### config.mk
export PLATFORM = sky130hd
export DESIGN_NAME = bsram_ctrl
export DESIGN_NICKNAME = d
export VERILOG_FILES = /design/src/rtl/bsram_pkg.sv /design/src/rtl/bsram_decode.sv /design/src/rtl/bsram_burst.sv /design/src/rtl/bsram_array.sv /design/src/rtl/bsram_ctrl.sv
export SDC_FILE = /design/constraint.sdc
export NUM_CORES = 2
export LEC_CHECK = 0
export ABC_AREA = 1
export BUFFER_PORTS_ARGS = -buffer_cell sky130_fd_sc_hd__buf_4
export CAP_MARGIN = 20
export CORE_AREA = 10 10 395 397
export DETAILED_ROUTE_END_ITERATION = 8
export DIE_AREA = 0 0 405 407
export SLEW_MARGIN = 40
export SYNTH_ARGS = -nofsm -noshare
export SYNTH_HDL_FRONTEND = slang
export SYNTH_SLANG_ARGS = --single-unit
### constraint.sdc
create_clock -name clk -period 3.8 [get_ports clk]
set_input_delay 0.57 -clock clk [delete_from_list [all_inputs] [get_ports clk]]
set_output_delay 0.57 -clock clk [all_outputs]
set_load 0.01 [all_outputs]
### src/rtl/bsram_pkg.sv
`timescale 1ns/1ps
package bsram_pkg;
  // Per-edge classification of the strobe and enable inputs
  typedef enum logic [2:0] {
    CMD_IDLE  = 3'd0,  // deselected and no strobe: nothing happens
    CMD_DESEL = 3'd1,  // strobe with a chip enable inactive
    CMD_START = 3'd2,  // new access at the external address
    CMD_STEP  = 3'd3,  // continue, move to next burst address
    CMD_HOLD  = 3'd4   // suspend, keep current address
  } cmd_e;
endpackage

### src/rtl/bsram_decode.sv
`timescale 1ns/1ps
module bsram_decode
  import bsram_pkg::*;
#(
  parameter int NB = 2
) (
  input  logic          proc_stb_n,
  input  logic          ctrl_stb_n,
  input  logic          adv_n,
  input  logic          ce_main_n,
  input  logic          ce_lo_n,
  input  logic          ce_hi,
  input  logic          wr_all_n,
  input  logic          wr_byte_en_n,
  input  logic [NB-1:0] byte_stb_n,
  input  logic          active_q,
  output cmd_e          cmd,
  output logic [NB-1:0] wmask
);
  logic          proc_eff, ctrl_eff, ces_ok;
  logic [NB-1:0] lane_req;

  // per-lane request: global override or qualified byte strobe
  for (genvar g = 0; g < NB; g++) begin : g_lane
    assign lane_req[g] = !wr_all_n || (!wr_byte_en_n && !byte_stb_n[g]);
  end

  assign proc_eff = !proc_stb_n && !ce_main_n;
  assign ctrl_eff = !ctrl_stb_n && !proc_eff;
  assign ces_ok   = !ce_main_n && !ce_lo_n && ce_hi;

  always_comb begin
    cmd   = CMD_IDLE;
    wmask = '0;
    if (proc_eff || ctrl_eff) begin
      if (!ces_ok) begin
        cmd = CMD_DESEL;
      end else begin
        cmd = CMD_START;
        // processor-started cycles are always reads
        if (ctrl_eff) wmask = lane_req;
      end
    end else if (active_q) begin
      cmd   = adv_n ? CMD_HOLD : CMD_STEP;
      wmask = lane_req;
    end
  end
endmodule

### src/rtl/bsram_burst.sv
`timescale 1ns/1ps
module bsram_burst #(
  parameter int AW = 6,
  parameter int BB = 2
) (
  input  logic          clk,
  input  logic          rst_n,
  input  logic          load,
  input  logic          step,
  input  logic          linear,
  input  logic [AW-1:0] load_addr,
  output logic [AW-1:0] cur_addr,
  output logic [AW-1:0] nxt_addr
);
  logic [AW-1:0] base_q;
  logic [BB-1:0] cnt_q, cnt_inc;

  function automatic logic [BB-1:0] order(input logic [BB-1:0] lo,
                                          input logic [BB-1:0] cnt,
                                          input logic          lin);
    return lin ? (lo + cnt) : (lo ^ cnt);
  endfunction

  assign cnt_inc  = cnt_q + 1'b1;
  assign cur_addr = {base_q[AW-1:BB], order(base_q[BB-1:0], cnt_q, linear)};

  always_comb begin
    if (load)      nxt_addr = load_addr;
    else if (step) nxt_addr = {base_q[AW-1:BB], order(base_q[BB-1:0], cnt_inc, linear)};
    else           nxt_addr = cur_addr;
  end

  always_ff @(posedge clk or negedge rst_n) begin
    if (!rst_n) begin
      base_q <= '0;
      cnt_q  <= '0;
    end else if (load) begin
      base_q <= load_addr;
      cnt_q  <= '0;
    end else if (step) begin
      cnt_q  <= cnt_inc;
    end
  end
endmodule

### src/rtl/bsram_array.sv
`timescale 1ns/1ps
module bsram_array #(
  parameter int AW  = 6,
  parameter int NB  = 2,
  parameter int BYW = 9
) (
  input  logic              clk,
  input  logic [NB-1:0]     we,
  input  logic [AW-1:0]     waddr,
  input  logic [NB*BYW-1:0] wdata,
  input  logic [AW-1:0]     raddr,
  output logic [NB*BYW-1:0] rdata
);
  localparam int DEPTH = 1 << AW;

  for (genvar g = 0; g < NB; g++) begin : g_lane
    logic [BYW-1:0] lane_mem [DEPTH];
    always_ff @(posedge clk) begin
      if (we[g]) lane_mem[waddr] <= wdata[g*BYW +: BYW];
    end
    assign rdata[g*BYW +: BYW] = lane_mem[raddr];
  end
endmodule

### src/rtl/bsram_ctrl.sv
`timescale 1ns/1ps
module bsram_ctrl
  import bsram_pkg::*;
#(
  parameter int AW  = 6,
  parameter int NB  = 2,
  parameter int BYW = 9,
  parameter int BB  = 2
) (
  input  logic                 clk,
  input  logic                 rst_n,
  input  logic [AW-1:0]        addr,
  input  logic                 proc_stb_n,
  input  logic                 ctrl_stb_n,
  input  logic                 adv_n,
  input  logic                 ce_main_n,
  input  logic                 ce_lo_n,
  input  logic                 ce_hi,
  input  logic                 wr_all_n,
  input  logic                 wr_byte_en_n,
  input  logic [NB-1:0]        byte_stb_n,
  input  logic                 oe_n,
  input  logic                 flow_thru,
  input  logic                 burst_linear,
  input  logic [NB*BYW-1:0]    wdata,
  output logic [NB*BYW-1:0]    rdata,
  output logic                 rdata_vld
);
  localparam int DW = NB * BYW;

  cmd_e          cmd;
  logic [NB-1:0] wmask;
  logic          active_q, rd_q, pv_q;
  logic [DW-1:0] pipe_q, arr_rd;
  logic [AW-1:0] cur_addr, nxt_addr;
  logic          no_wr;

  bsram_decode #(.NB(NB)) u_dec (
    .proc_stb_n   (proc_stb_n),
    .ctrl_stb_n   (ctrl_stb_n),
    .adv_n        (adv_n),
    .ce_main_n    (ce_main_n),
    .ce_lo_n      (ce_lo_n),
    .ce_hi        (ce_hi),
    .wr_all_n     (wr_all_n),
    .wr_byte_en_n (wr_byte_en_n),
    .byte_stb_n   (byte_stb_n),
    .active_q     (active_q),
    .cmd          (cmd),
    .wmask        (wmask)
  );

  bsram_burst #(.AW(AW), .BB(BB)) u_burst (
    .clk       (clk),
    .rst_n     (rst_n),
    .load      (cmd == CMD_START),
    .step      (cmd == CMD_STEP),
    .linear    (burst_linear),
    .load_addr (addr),
    .cur_addr  (cur_addr),
    .nxt_addr  (nxt_addr)
  );

  bsram_array #(.AW(AW), .NB(NB), .BYW(BYW)) u_arr (
    .clk   (clk),
    .we    (wmask),
    .waddr (nxt_addr),
    .wdata (wdata),
    .raddr (cur_addr),
    .rdata (arr_rd)
  );

  assign no_wr = (wmask == '0);

  always_ff @(posedge clk or negedge rst_n) begin
    if (!rst_n) begin
      active_q <= 1'b0;
      rd_q     <= 1'b0;
      pv_q     <= 1'b0;
      pipe_q   <= '0;
    end else begin
      pipe_q <= arr_rd;
      // in-flight read survives a deselect but not a write edge
      pv_q   <= active_q && rd_q && no_wr;
      unique case (cmd)
        CMD_DESEL: begin
          active_q <= 1'b0;
          rd_q     <= 1'b0;
        end
        CMD_START, CMD_STEP, CMD_HOLD: begin
          active_q <= 1'b1;
          rd_q     <= no_wr;
        end
        default: ;
      endcase
    end
  end

  assign rdata     = flow_thru ? arr_rd : pipe_q;
  assign rdata_vld = !oe_n && (flow_thru ? (active_q && rd_q) : pv_q);
endmodule

==> out/metrics.yaml <==
run_status:
  status: "finished with violations"
  violations: "negative setup slack"
setup_path:
  cp.depth: 18
  crit_end: "rdata[17]"
  critPathMaxFanout: 5
  cp.arrival_ps: 3330
  cp_slowest_cell: "dfrtp_1"
  r2r_cells: 13
  critPathMaxStageDelay_ps: 390
  cp_common_cell: "buf_12"
  crit_start: "u_burst.cnt_q[0]"
  critPathKind: "reg -> out"
  cp_data_required_time_ps: 3230
  regToRegSetupSlack_ps: 400
  end_kind: "output port"
  cp_num_buf_inv: 7
  path_cells: "inv_2 > ha_4 > buf_12 > buf_16 > buf_12 > buf_12 > buf_4 > nor2_1 > nor2_1 > o21ai_1 > a21oi_2 > nor2_2 > nor2_2 > nand2_2 > nand3_4 > nand3_4 > nand2_8 > buf_6"
  reg2reg_from: "u_burst.cnt_q[0]"
  crit_family: "buffers and inverters"
  crit_path_start_kind: "register"
  reg2reg_to: "u_arr.g_lane[1].lane_mem[55][6]"
routing:
  firstDrtPassIters: 6
  drt-vias-per-instance: 5.35
  routed-via-count: 34775
  ant_nets: 0
  drc: 0
  drtIter0Drc: 4102
  routedWlPerCell_microns: 23.7
  finalWirelength_microns: 154000
placement:
  port_buffers: 57
  dp_hpwl_microns: 87000
  place_area_sq_mm: 0.0541
  dp_cells: 6204
  dp_slack_ps: 246
  place.gp.congestion: 0.871
timing:
  fmax_mhz: 257
  worstMarginPinSlew_ps: 981
  min_period_over_period_pct: 103
  setup_viol: 18
  min_period_ps: 3900
  slew_violations: 0
  fin_ws_ps: -96.0
  skew_ps: 31.6
  rsz0062_at_grt: "true"
  maxSlewHeadroom_pct: 34.6
  hold_violations: 0
pwr:
  netSwitchingPower_mw: 13.1
  p_per_area_mw_per_mm2: 639
  pwr-share-comb_pct: 33.7
  p_sw_share_pct: 33.3
  p_int_mw: 26.2
  power.leakage_nw: 22.4
  vdd_ir_drop_max_mv: 0.378
  power_frac_seq_pct: 36.9
  finalPower_mw: 39.3
  clock_power_share_pct: 29.4
logic_synthesis:
  synth_area_sq_mm: 0.0499
  synth_compound_area_share_pct: 4.31
  synth-simple-area-share_pct: 19.9
  synth_top_family_by_area: "simple AND/OR/NAND/NOR gates"
  synth-adder-area-share_pct: 0.0501
  synth_warnings: 0
  syn_nets: 4267
  ys_seq_area_share_pct: 70.8
  netlist.area_leader.share_pct: 69.3
  synth_xor_area_share_pct: 0.0527
  ys_types: 36
  synth_top_area_cell: "edfxtp_1"
  syn_inst: 4226
  muxShareOfSynthArea_pct: 1.81
  avgSynthCellArea_sq_um: 11.8
  synth.area.top_cells: "edfxtp_1, nand2_1, nand3_1, nor2_1, a21boi_0"
  synth_seq_cells: 1181
grt:
  first_global_vias: 32805
  grt_max_degree: 99
  use_met3_pct: 2.81
  gr-usage-met1_pct: 24.8
  busiest_layer: "met2"
  grt_pass1_wl_microns: 220000
  grt_overflow_total: 0
  grtUsageMet2_pct: 27.8
  grt_usage_pct: 17.6
  antenna_found_initial: 2
job:
  maxCapViolCount: 0
layout:
  final_common_cell: "edfxtp_1"
  area_delta_synth_final_pct: 23.1
  layout.nets: 4511
  drive_gt1_share_pct: 22.2
  final_cells: 6505
  layout_common_cells: "edfxtp_1, nand2_1, nand3_1, nor2_1, buf_4"
  stdcell_area_sq_mm: 0.0614
die:
  ios: 58
  die_area_sq_mm: 0.165
  start_util_pct: 33.8
  die_x_microns: 405
  core_sq_mm: 0.147
  dieHeight_microns: 407
  num_rows: 141
cts:
  cts.clk_slew.worst_paths_ps: 70
  numCtsBuffers: 117
  h-tree-depth: 3
  root_buffer: "clkbuf_16"
  ctsLongestPathBuffers: 3
  cts_tree: "yes"
  cts_sinks: 1181
  clkLatencyLatePin_ps: 720
worst_hold_path:
  min_path_type: "in -> reg"
## logic make-up (layout without fill, tap and decap cells)
kind of cell             after synthesis  in the layout
AND/OR/NAND/NOR                     2255           2255
multiplexers                          90             90
other                                  0              3
AO/OA/AOI/OAI                        334            334
flip-flops                          1181           1181
XOR/XNOR                               3              3
adder cells (fa/ha/maj)                2              2
buffers and inverters                361            707
## stage by stage
step / hold slack [ps] / TNS, ps / utilization [%]
finish: 185 / -1150 / 41.7
global placement: 508 / 0 / 36.6
CTS: 141 / -1350 / 40.6
detailed placement: 518 / 0 / 36.6
floorplan: 274 / 0 / -
global route: 180 / -3150 / 41.7
## state kept, by name (all words and copies together) (netlist names)
register / count
u_burst.cnt_q: 2
u_burst.base_q: 6
rd_q: 1
u_arr.g_lane.lane_mem: 1152
active_q: 1
pv_q: 1
pipe_q: 18
## synth_stat cells (all sizes together)
master     n
nand4     32
a21boi   173
a21oi     14
inv       73
nand3b    54
and2      36
o211ai    10
clkinv     2
clkbuf   124
or2       61
mux2i     90
xor2       3
nand3    654
edfxtp  1152
nor3      64
dfrtp     29
nand2    997
buf      162
o21ai    137
nor2     357
ha         2
## cell type report
cell class / instances / area [sq um]
Timing Repair Buffer: 409 / 4800
Antenna cell: 3 / 7.51
Sequential cell: 1181 / 35300
Timing Repair inverter: 2 / 25.0
Tap cell: 1930 / 2410
Fill cell: 13504 / 86000
Clock buffer: 164 / 3280
Multi-Input combinational cell: 2684 / 14700
Clock inverter: 57 / 548
Inverter: 75 / 308
## power groups by stage
stage,clock [mW],sequential (mW),combinational [mW]
6_report,11.6,14.5,13.2
5_1_grt,12.2,14.5,14.1
4_1_cts,11.7,14.5,11.7
3_5_place_dp,0,14.8,9.82
3_3_place_gp,0,14.8,9.77
2_1_floorplan,0,14.7,5.98
## worst register-to-register path: cells and delay by family, from the launching register on
family	cells	cell delay, ps
and+or+nand+nor	5	1130
DFF	1	390
buffers and inverters	7	1250
adders and majority gates	1	320
## routing by layer
layer  wire [microns]  up-vias
li1                 -    15442
met1            65900    17497
met2            70000     1552
met3            13000      284
met4             5050        0
met5                0        -
## timing repair
| action | in CTS | in global routing |
|---|---|---|
| endpoints found under the setup margin | 18 | 18 |
| hold buffers | 1 | 0 |
| pin swaps | 83 | 129 |
| resized for setup | 319 | 304 |
| setup buffers | 28 | 11 |
| gates cloned | 19 | 21 |
| endpoints found under the hold margin | 29 | 0 |
## worst min-delay path by stage
stage | startpoint | endpoint | slack, ps | cells after the start
6_report | adv_n | u_burst.cnt_q[1] | 190 | 4
5_1_grt | addr[4] | u_burst.base_q[4] | 180 | 3
4_1_cts | adv_n | u_burst.cnt_q[1] | 140 | 4
3_5_place_dp | rd_q | pv_q | 520 | 2
3_3_place_gp | active_q | pv_q | 510 | 2
2_1_floorplan | rst_n | active_q | 270 | 0
Power figures use the tool's default switching activity.
